===== src/rtl/ptab_pkg.sv =====
package ptab_pkg;
  localparam int unsigned BYTE_W = 8;
  localparam int unsigned WORD_W = 16;

  typedef enum logic [1:0] {
    ST_IDLE  = 2'd0,
    ST_FETCH = 2'd1,
    ST_WRITE = 2'd2
  } ptab_state_e;
endpackage


===== src/rtl/ptab_addr_gen.sv =====
module ptab_addr_gen #(
  parameter int unsigned ADDR_W    = 13,
  parameter bit          HI_PTR_EN = 1'b0
) (
  input  logic                         last_i,
  input  logic [ptab_pkg::BYTE_W-1:0]  ptr_i,
  input  logic [ptab_pkg::BYTE_W-1:0]  hi_ptr_i,
  input  logic [ADDR_W-1:0]            pc_i,
  output logic [ADDR_W-1:0]            addr_o
);
  import ptab_pkg::*;

  localparam int unsigned UP_W = ADDR_W - BYTE_W;
  localparam int unsigned HI_W = ADDR_W - (BYTE_W - 1);

  logic unused_ok;

  generate
    if (HI_PTR_EN) begin : g_hi
      // high pointer covers bit 7 in page-local form
      always_comb begin
        if (last_i) addr_o = {{UP_W{1'b1}}, ptr_i};
        else        addr_o = {hi_ptr_i[HI_W-1:0], ptr_i[BYTE_W-2:0]};
      end
      assign unused_ok = ^{pc_i, ptr_i[BYTE_W-1], hi_ptr_i[BYTE_W-1]};
    end else begin : g_pc
      always_comb begin
        if (last_i) addr_o = {{UP_W{1'b1}}, ptr_i};
        else        addr_o = {pc_i[ADDR_W-1:BYTE_W], ptr_i};
      end
      assign unused_ok = ^{hi_ptr_i};
    end
  endgenerate
endmodule


===== src/rtl/ptab_seq.sv =====
module ptab_seq #(
  parameter int unsigned ADDR_W = 13,
  parameter int unsigned DST_W  = 8
) (
  input  logic                         clk_i,
  input  logic                         rst_ni,
  input  logic                         req_i,
  input  logic [ADDR_W-1:0]            addr_i,
  input  logic [DST_W-1:0]             dst_i,
  input  logic [ptab_pkg::BYTE_W-1:0]  rdata_lo_i,
  output logic                         busy_o,
  output logic                         done_o,
  output logic                         pmem_en_o,
  output logic [ADDR_W-1:0]            pmem_addr_o,
  output logic                         dmem_we_o,
  output logic [DST_W-1:0]             dmem_addr_o,
  output logic [ptab_pkg::BYTE_W-1:0]  dmem_wdata_o,
  output logic                         hi_load_o
);
  import ptab_pkg::*;

  ptab_state_e         state_q, state_d;
  logic [ADDR_W-1:0]   addr_q;
  logic [DST_W-1:0]    dst_q;
  logic                accept;

  assign accept = req_i && (state_q == ST_IDLE);

  always_comb begin
    state_d = state_q;
    unique case (state_q)
      ST_IDLE:  if (accept) state_d = ST_FETCH;
      ST_FETCH: state_d = ST_WRITE;
      ST_WRITE: state_d = ST_IDLE;
      default:  state_d = ST_IDLE;
    endcase
  end

  always_ff @(posedge clk_i or negedge rst_ni) begin
    if (!rst_ni) begin
      state_q <= ST_IDLE;
      addr_q  <= '0;
      dst_q   <= '0;
    end else begin
      state_q <= state_d;
      if (accept) begin
        addr_q <= addr_i;
        dst_q  <= dst_i;
      end
    end
  end

  assign busy_o       = (state_q != ST_IDLE);
  assign pmem_en_o    = (state_q == ST_FETCH);
  assign pmem_addr_o  = addr_q;
  assign dmem_we_o    = (state_q == ST_WRITE);
  assign done_o       = dmem_we_o;
  assign dmem_addr_o  = dst_q;
  assign dmem_wdata_o = rdata_lo_i;
  assign hi_load_o    = dmem_we_o;


  accept_fetch_chk: assert property (@(posedge clk_i) disable iff (!rst_ni)
    (req_i && !busy_o) |=> (pmem_en_o && busy_o));

  fetch_write_chk: assert property (@(posedge clk_i) disable iff (!rst_ni)
    pmem_en_o |=> (dmem_we_o && done_o && busy_o));

  write_idle_chk: assert property (@(posedge clk_i) disable iff (!rst_ni)
    done_o |=> !busy_o);

  busy_ignore_chk: assert property (@(posedge clk_i) disable iff (!rst_ni)
    (busy_o && !done_o) |=> busy_o);

  dst_hold_chk: assert property (@(posedge clk_i) disable iff (!rst_ni)
    busy_o |=> $stable(dmem_addr_o));

  addr_hold_chk: assert property (@(posedge clk_i) disable iff (!rst_ni)
    busy_o |=> $stable(pmem_addr_o));
endmodule


===== src/rtl/ptab_hi_latch.sv =====
module ptab_hi_latch (
  input  logic                         clk_i,
  input  logic                         rst_ni,
  input  logic                         load_i,
  input  logic [ptab_pkg::BYTE_W-1:0]  data_i,
  output logic [ptab_pkg::BYTE_W-1:0]  q_o
);
  import ptab_pkg::*;

  always_ff @(posedge clk_i or negedge rst_ni) begin
    if (!rst_ni)     q_o <= '0;
    else if (load_i) q_o <= data_i;
  end


  hi_hold_chk: assert property (@(posedge clk_i) disable iff (!rst_ni)
    !load_i |=> $stable(q_o));

  hi_load_chk: assert property (@(posedge clk_i) disable iff (!rst_ni)
    load_i |=> (q_o == $past(data_i)));
endmodule


===== src/rtl/ptab_reader.sv =====
module ptab_reader #(
  parameter int unsigned ADDR_W    = 13,
  parameter bit          HI_PTR_EN = 1'b0,
  parameter int unsigned DST_W     = 8
) (
  input  logic               clk_i,
  input  logic               rst_ni,
  input  logic               req_i,
  input  logic               last_page_i,
  input  logic [DST_W-1:0]   dst_i,
  input  logic [7:0]         tab_ptr_i,
  input  logic [7:0]         hi_ptr_i,
  input  logic [ADDR_W-1:0]  pc_i,
  output logic               busy_o,
  output logic               done_o,
  output logic               pmem_en_o,
  output logic [ADDR_W-1:0]  pmem_addr_o,
  input  logic [15:0]        pmem_rdata_i,
  output logic               dmem_we_o,
  output logic [DST_W-1:0]   dmem_addr_o,
  output logic [7:0]         dmem_wdata_o,
  output logic [7:0]         hi_byte_o
);
  import ptab_pkg::*;

  generate
    if (ADDR_W < 11 || ADDR_W > 14) begin : g_bad_width
      $error("ptab_reader: ADDR_W must be 11..14");
    end
    if (HI_PTR_EN && ADDR_W != 14) begin : g_bad_variant
      $error("ptab_reader: high pointer variant needs ADDR_W=14");
    end
  endgenerate

  logic [ADDR_W-1:0] form_addr;
  logic              hi_load;

  ptab_addr_gen #(.ADDR_W(ADDR_W), .HI_PTR_EN(HI_PTR_EN)) u_addr (
    .last_i   (last_page_i),
    .ptr_i    (tab_ptr_i),
    .hi_ptr_i (hi_ptr_i),
    .pc_i     (pc_i),
    .addr_o   (form_addr)
  );

  ptab_seq #(.ADDR_W(ADDR_W), .DST_W(DST_W)) u_seq (
    .clk_i        (clk_i),
    .rst_ni       (rst_ni),
    .req_i        (req_i),
    .addr_i       (form_addr),
    .dst_i        (dst_i),
    .rdata_lo_i   (pmem_rdata_i[BYTE_W-1:0]),
    .busy_o       (busy_o),
    .done_o       (done_o),
    .pmem_en_o    (pmem_en_o),
    .pmem_addr_o  (pmem_addr_o),
    .dmem_we_o    (dmem_we_o),
    .dmem_addr_o  (dmem_addr_o),
    .dmem_wdata_o (dmem_wdata_o),
    .hi_load_o    (hi_load)
  );

  ptab_hi_latch u_hi (
    .clk_i  (clk_i),
    .rst_ni (rst_ni),
    .load_i (hi_load),
    .data_i (pmem_rdata_i[WORD_W-1:BYTE_W]),
    .q_o    (hi_byte_o)
  );


  port_excl_chk: assert property (@(posedge clk_i) disable iff (!rst_ni)
    $onehot0({pmem_en_o, dmem_we_o}));
endmodule


===== config.mk =====
export PLATFORM = sky130hd
export DESIGN_NAME = ptab_reader
export DESIGN_NICKNAME = d
export VERILOG_FILES = /design/src/rtl/ptab_pkg.sv /design/src/rtl/ptab_addr_gen.sv /design/src/rtl/ptab_seq.sv /design/src/rtl/ptab_hi_latch.sv /design/src/rtl/ptab_reader.sv
export SDC_FILE = /design/constraint.sdc
export NUM_CORES = 1
export LEC_CHECK = 0
export BUFFER_PORTS_ARGS = -buffer_cell sky130_fd_sc_hd__buf_2
export CAP_MARGIN = 10
export CORE_MARGIN = 5
export CORE_UTILIZATION = 36
export CTS_CLUSTER_DIAMETER = 200
export DETAILED_ROUTE_END_ITERATION = 8
export GPL_TIMING_DRIVEN = 0
export PLACE_DENSITY = 0.85
export SYNTH_ARGS = -nofsm -noshare
export SYNTH_HDL_FRONTEND = slang
export SYNTH_SLANG_ARGS = --single-unit

===== constraint.sdc =====
create_clock -name clk_i -period 1.75 [get_ports clk_i]
set_input_delay 0.175 -clock clk_i [delete_from_list [all_inputs] [get_ports clk_i]]
set_output_delay 0.175 -clock clk_i [all_outputs]
set_load 0.01 [all_outputs]

==> results.tsv <==
stage	metric	value	unit
logic_synthesis	yosys.cell_types.count	12	
worst_setup_path	cp-end-kind	output port	
layout	area_delta_synth_final	39.4	%
layout	final_common_cell	buf_2	
clock_network	insertion_delay	0.32	ns
job	drv_cap	0	
routing	via_per_inst	4.33	
clock_network	htreeDepth	2	
worst_hold_path	min_path_type	primary input to flip-flop	
logic_synthesis	synth_top_area_share	60.8	%
worst_hold_path	worstHoldPathCells	2	
clock_network	clockRootBuffer	clkbuf_4	
timing	max_freq	631	MHz
clock_network	cts_buffers	5	
clock_network	post_cts_buffers	0	
logic_synthesis	synth_cells	88	
timing	rsz0062_at_grt	false	
die	die_w	69.5	um
die	rows	21	
routing	finalWirelength	2.73	mm
worst_setup_path	startpoint_type	flip-flop	
timing	fin_setup_tns	0	ns
place	io_buffers	73	
routing	drc	0	
timing	period_share	90.5	%
logic_synthesis	netlist_top_cells_area	dfrtp_1, mux2_2, buf_4, mux2i_1, buf_6	
routing	drt_iter0_drc	21	
global_route	grt_pass1_vias	928	
die	die_area	4840	um2
worst_setup_path	r2r_cells	3	
logic_synthesis	ys_seq_area_share	60.8	%
global_route	grt_pass1_wl	4.38	mm
logic_synthesis	syn_area	1280	um2
power_and_ir_drop	power_per_cell_area	1210	nW/um2
logic_synthesis	synth_area_per_cell	14.5	um2
die	core-area	3390	um2
layout	fillers	310	
global_route	grt_use_total	11.9	%
routing	postRouteAntennaNets	0	
worst_setup_path	critPathKind	flip-flop to output port	
logic_synthesis	synth_top_area_cell	dfrtp_1	
clock_network	clkTransAtPathRegs	0.09	ns
timing	drv_slew	0	
timing	hold_ws	0.0786	ns
timing	finClkSkew	0.00605	ns
layout	most-common-layout-cells	buf_2, dfrtp_1, mux2_2, buf_4, inv_1	
timing	setup_violations	0	
run_status	status	finished clean	
routing	wl_per_cell	12.7	um
worst_setup_path	critPathArrivalTime	1.41	ns
die	ios	98	
global_route	antenna_found_initial	0	
timing	tightest_slew	0.662	ns
worst_setup_path	crit_fanout	9	
layout	utilization	52.5	%
place	gp_congestion	0.680	
power_and_ir_drop	power	2.16	mW
routing	vias	935	
timing	period_minus_slack	1.58	ns
worst_setup_path	cp.required	1.57	ns
power_and_ir_drop	p_leak	0.930	nW
global_route	grt_start_max_net_pins	32	
die	die_y	69.5	um
timing	relSlewSlack	55.9	%
clock_network	cts_tree	yes	
place	post-dp-hpwl	2.18	mm
timing	hold_viol	0	
layout	fin_nets	226	
logic_synthesis	synth_warnings	0	
global_route	grt_remaining_overflow	0	
power_and_ir_drop	ir_drop	630	uV
layout	drive_gt1_share	70.0	%
logic_synthesis	synth-seq-cells	31	
clock_network	clock_path_buffers	2	
die	start_util	37.7	%
routing	drtPass1Iterations	4	
logic_synthesis	synthesis.nets	145	
clock_network	cts_sinks	31	
layout	antenna-diode-count	0	
routing by layer:
layer,vias to the layer above,wire length [um],part of all wire [%],GRT usage (%)
li1,445,-,-,-
met1,438,923,34,11.2
met2,47,1430,52,20.2
met3,5,323,12,7.10
met4,0,59,2.2,5.86
met5,-,0,0,0
cell families after synthesis:
kind of cell / synth area share, %
buf+inv: 9.21
flops: 60.8
mux: 25.1
simple gates: 4.90
cell usage after synthesis:
master	number
buf_2	1
buf_4	9
buf_6	2
dfrtp_1	31
inv_1	6
mux2_2	24
mux2i_1	5
nand2b_1	1
nor2_1	5
nor2b_1	2
nor3b_4	1
or2_2	1
registers in the layout (all words and copies together) (netlist names):
name and count:
u_seq.dmem_addr_o 8, u_seq.state_q 2, u_seq.pmem_addr_o 13, u_hi.q_o 8
layout make-up:
class | count | area [um2] | area share, %
clock buffer | 8 | 68.8 | 3.87
multi-input combinational | 39 | 383 | 21.5
timing repair buffer | 74 | 375 | 21.1
inverter | 6 | 22.5 | 1.27
tap | 46 | 57.6 | 3.23
sequential | 31 | 777 | 43.7
buffer | 12 | 95.1 | 5.34
timing repair:
action,CTS,global route
setup endpoints to repair,0,1
resized for setup,0,1
hold buffers,1,0
hold endpoints to repair,31,0
final timing paths:
| kind | startpoint | to | slack [ns] |
|---|---|---|---|
| hold / removal | dst_i[2] | u_seq.dmem_addr_o[2]$_DFFE_PN0P_ | 0.08 |
| min in group asynchronous | rst_ni | u_seq.dmem_addr_o[7]$_DFFE_PN0P_ | 0.41 |
| setup reg to reg | u_seq.state_q[0]$_DFFE_PN0P_ | u_seq.dmem_addr_o[1]$_DFFE_PN0P_ | 0.34 |
| hold reg to reg | u_hi.q_o[4]$_DFFE_PN0N_ | u_hi.q_o[4]$_DFFE_PN0N_ | 0.50 |
| max in group asynchronous | rst_ni | u_seq.state_q[0]$_DFFE_PN0P_ | 0.87 |
| setup / recovery | u_seq.state_q[1]$_DFFE_PN0P_ | done_o | 0.17 |
report_power, final:
group	leakage [nW]	switching, mW	internal (mW)
Clock	0.0386	0.224	0.236
Sequential	0.356	0.0975	0.917
Combinational	0.536	0.315	0.370
Total	0.930	0.636	1.52
metrics by stage:
step / worst slack, ns / instance area (um2) / cells
2_1_floorplan: 0.439 / 1280 / 88
3_3_place_gp: 0.350 / 1700 / 207
3_5_place_dp: 0.332 / 1700 / 207
4_1_cts: 0.115 / 1780 / 216
5_1_grt: 0.0336 / 1780 / 216
6_report: 0.166 / 1780 / 216
worst max-delay path, cell delays in order, from the launching register on:
cell and delay, ns:
dfrtp_1 0.45, nand2b_1 0.09, buf_2 0.21, inv_1 0.08
buf_4 0.13, buf_2 0.13
(Power assumes the default switching activity.)
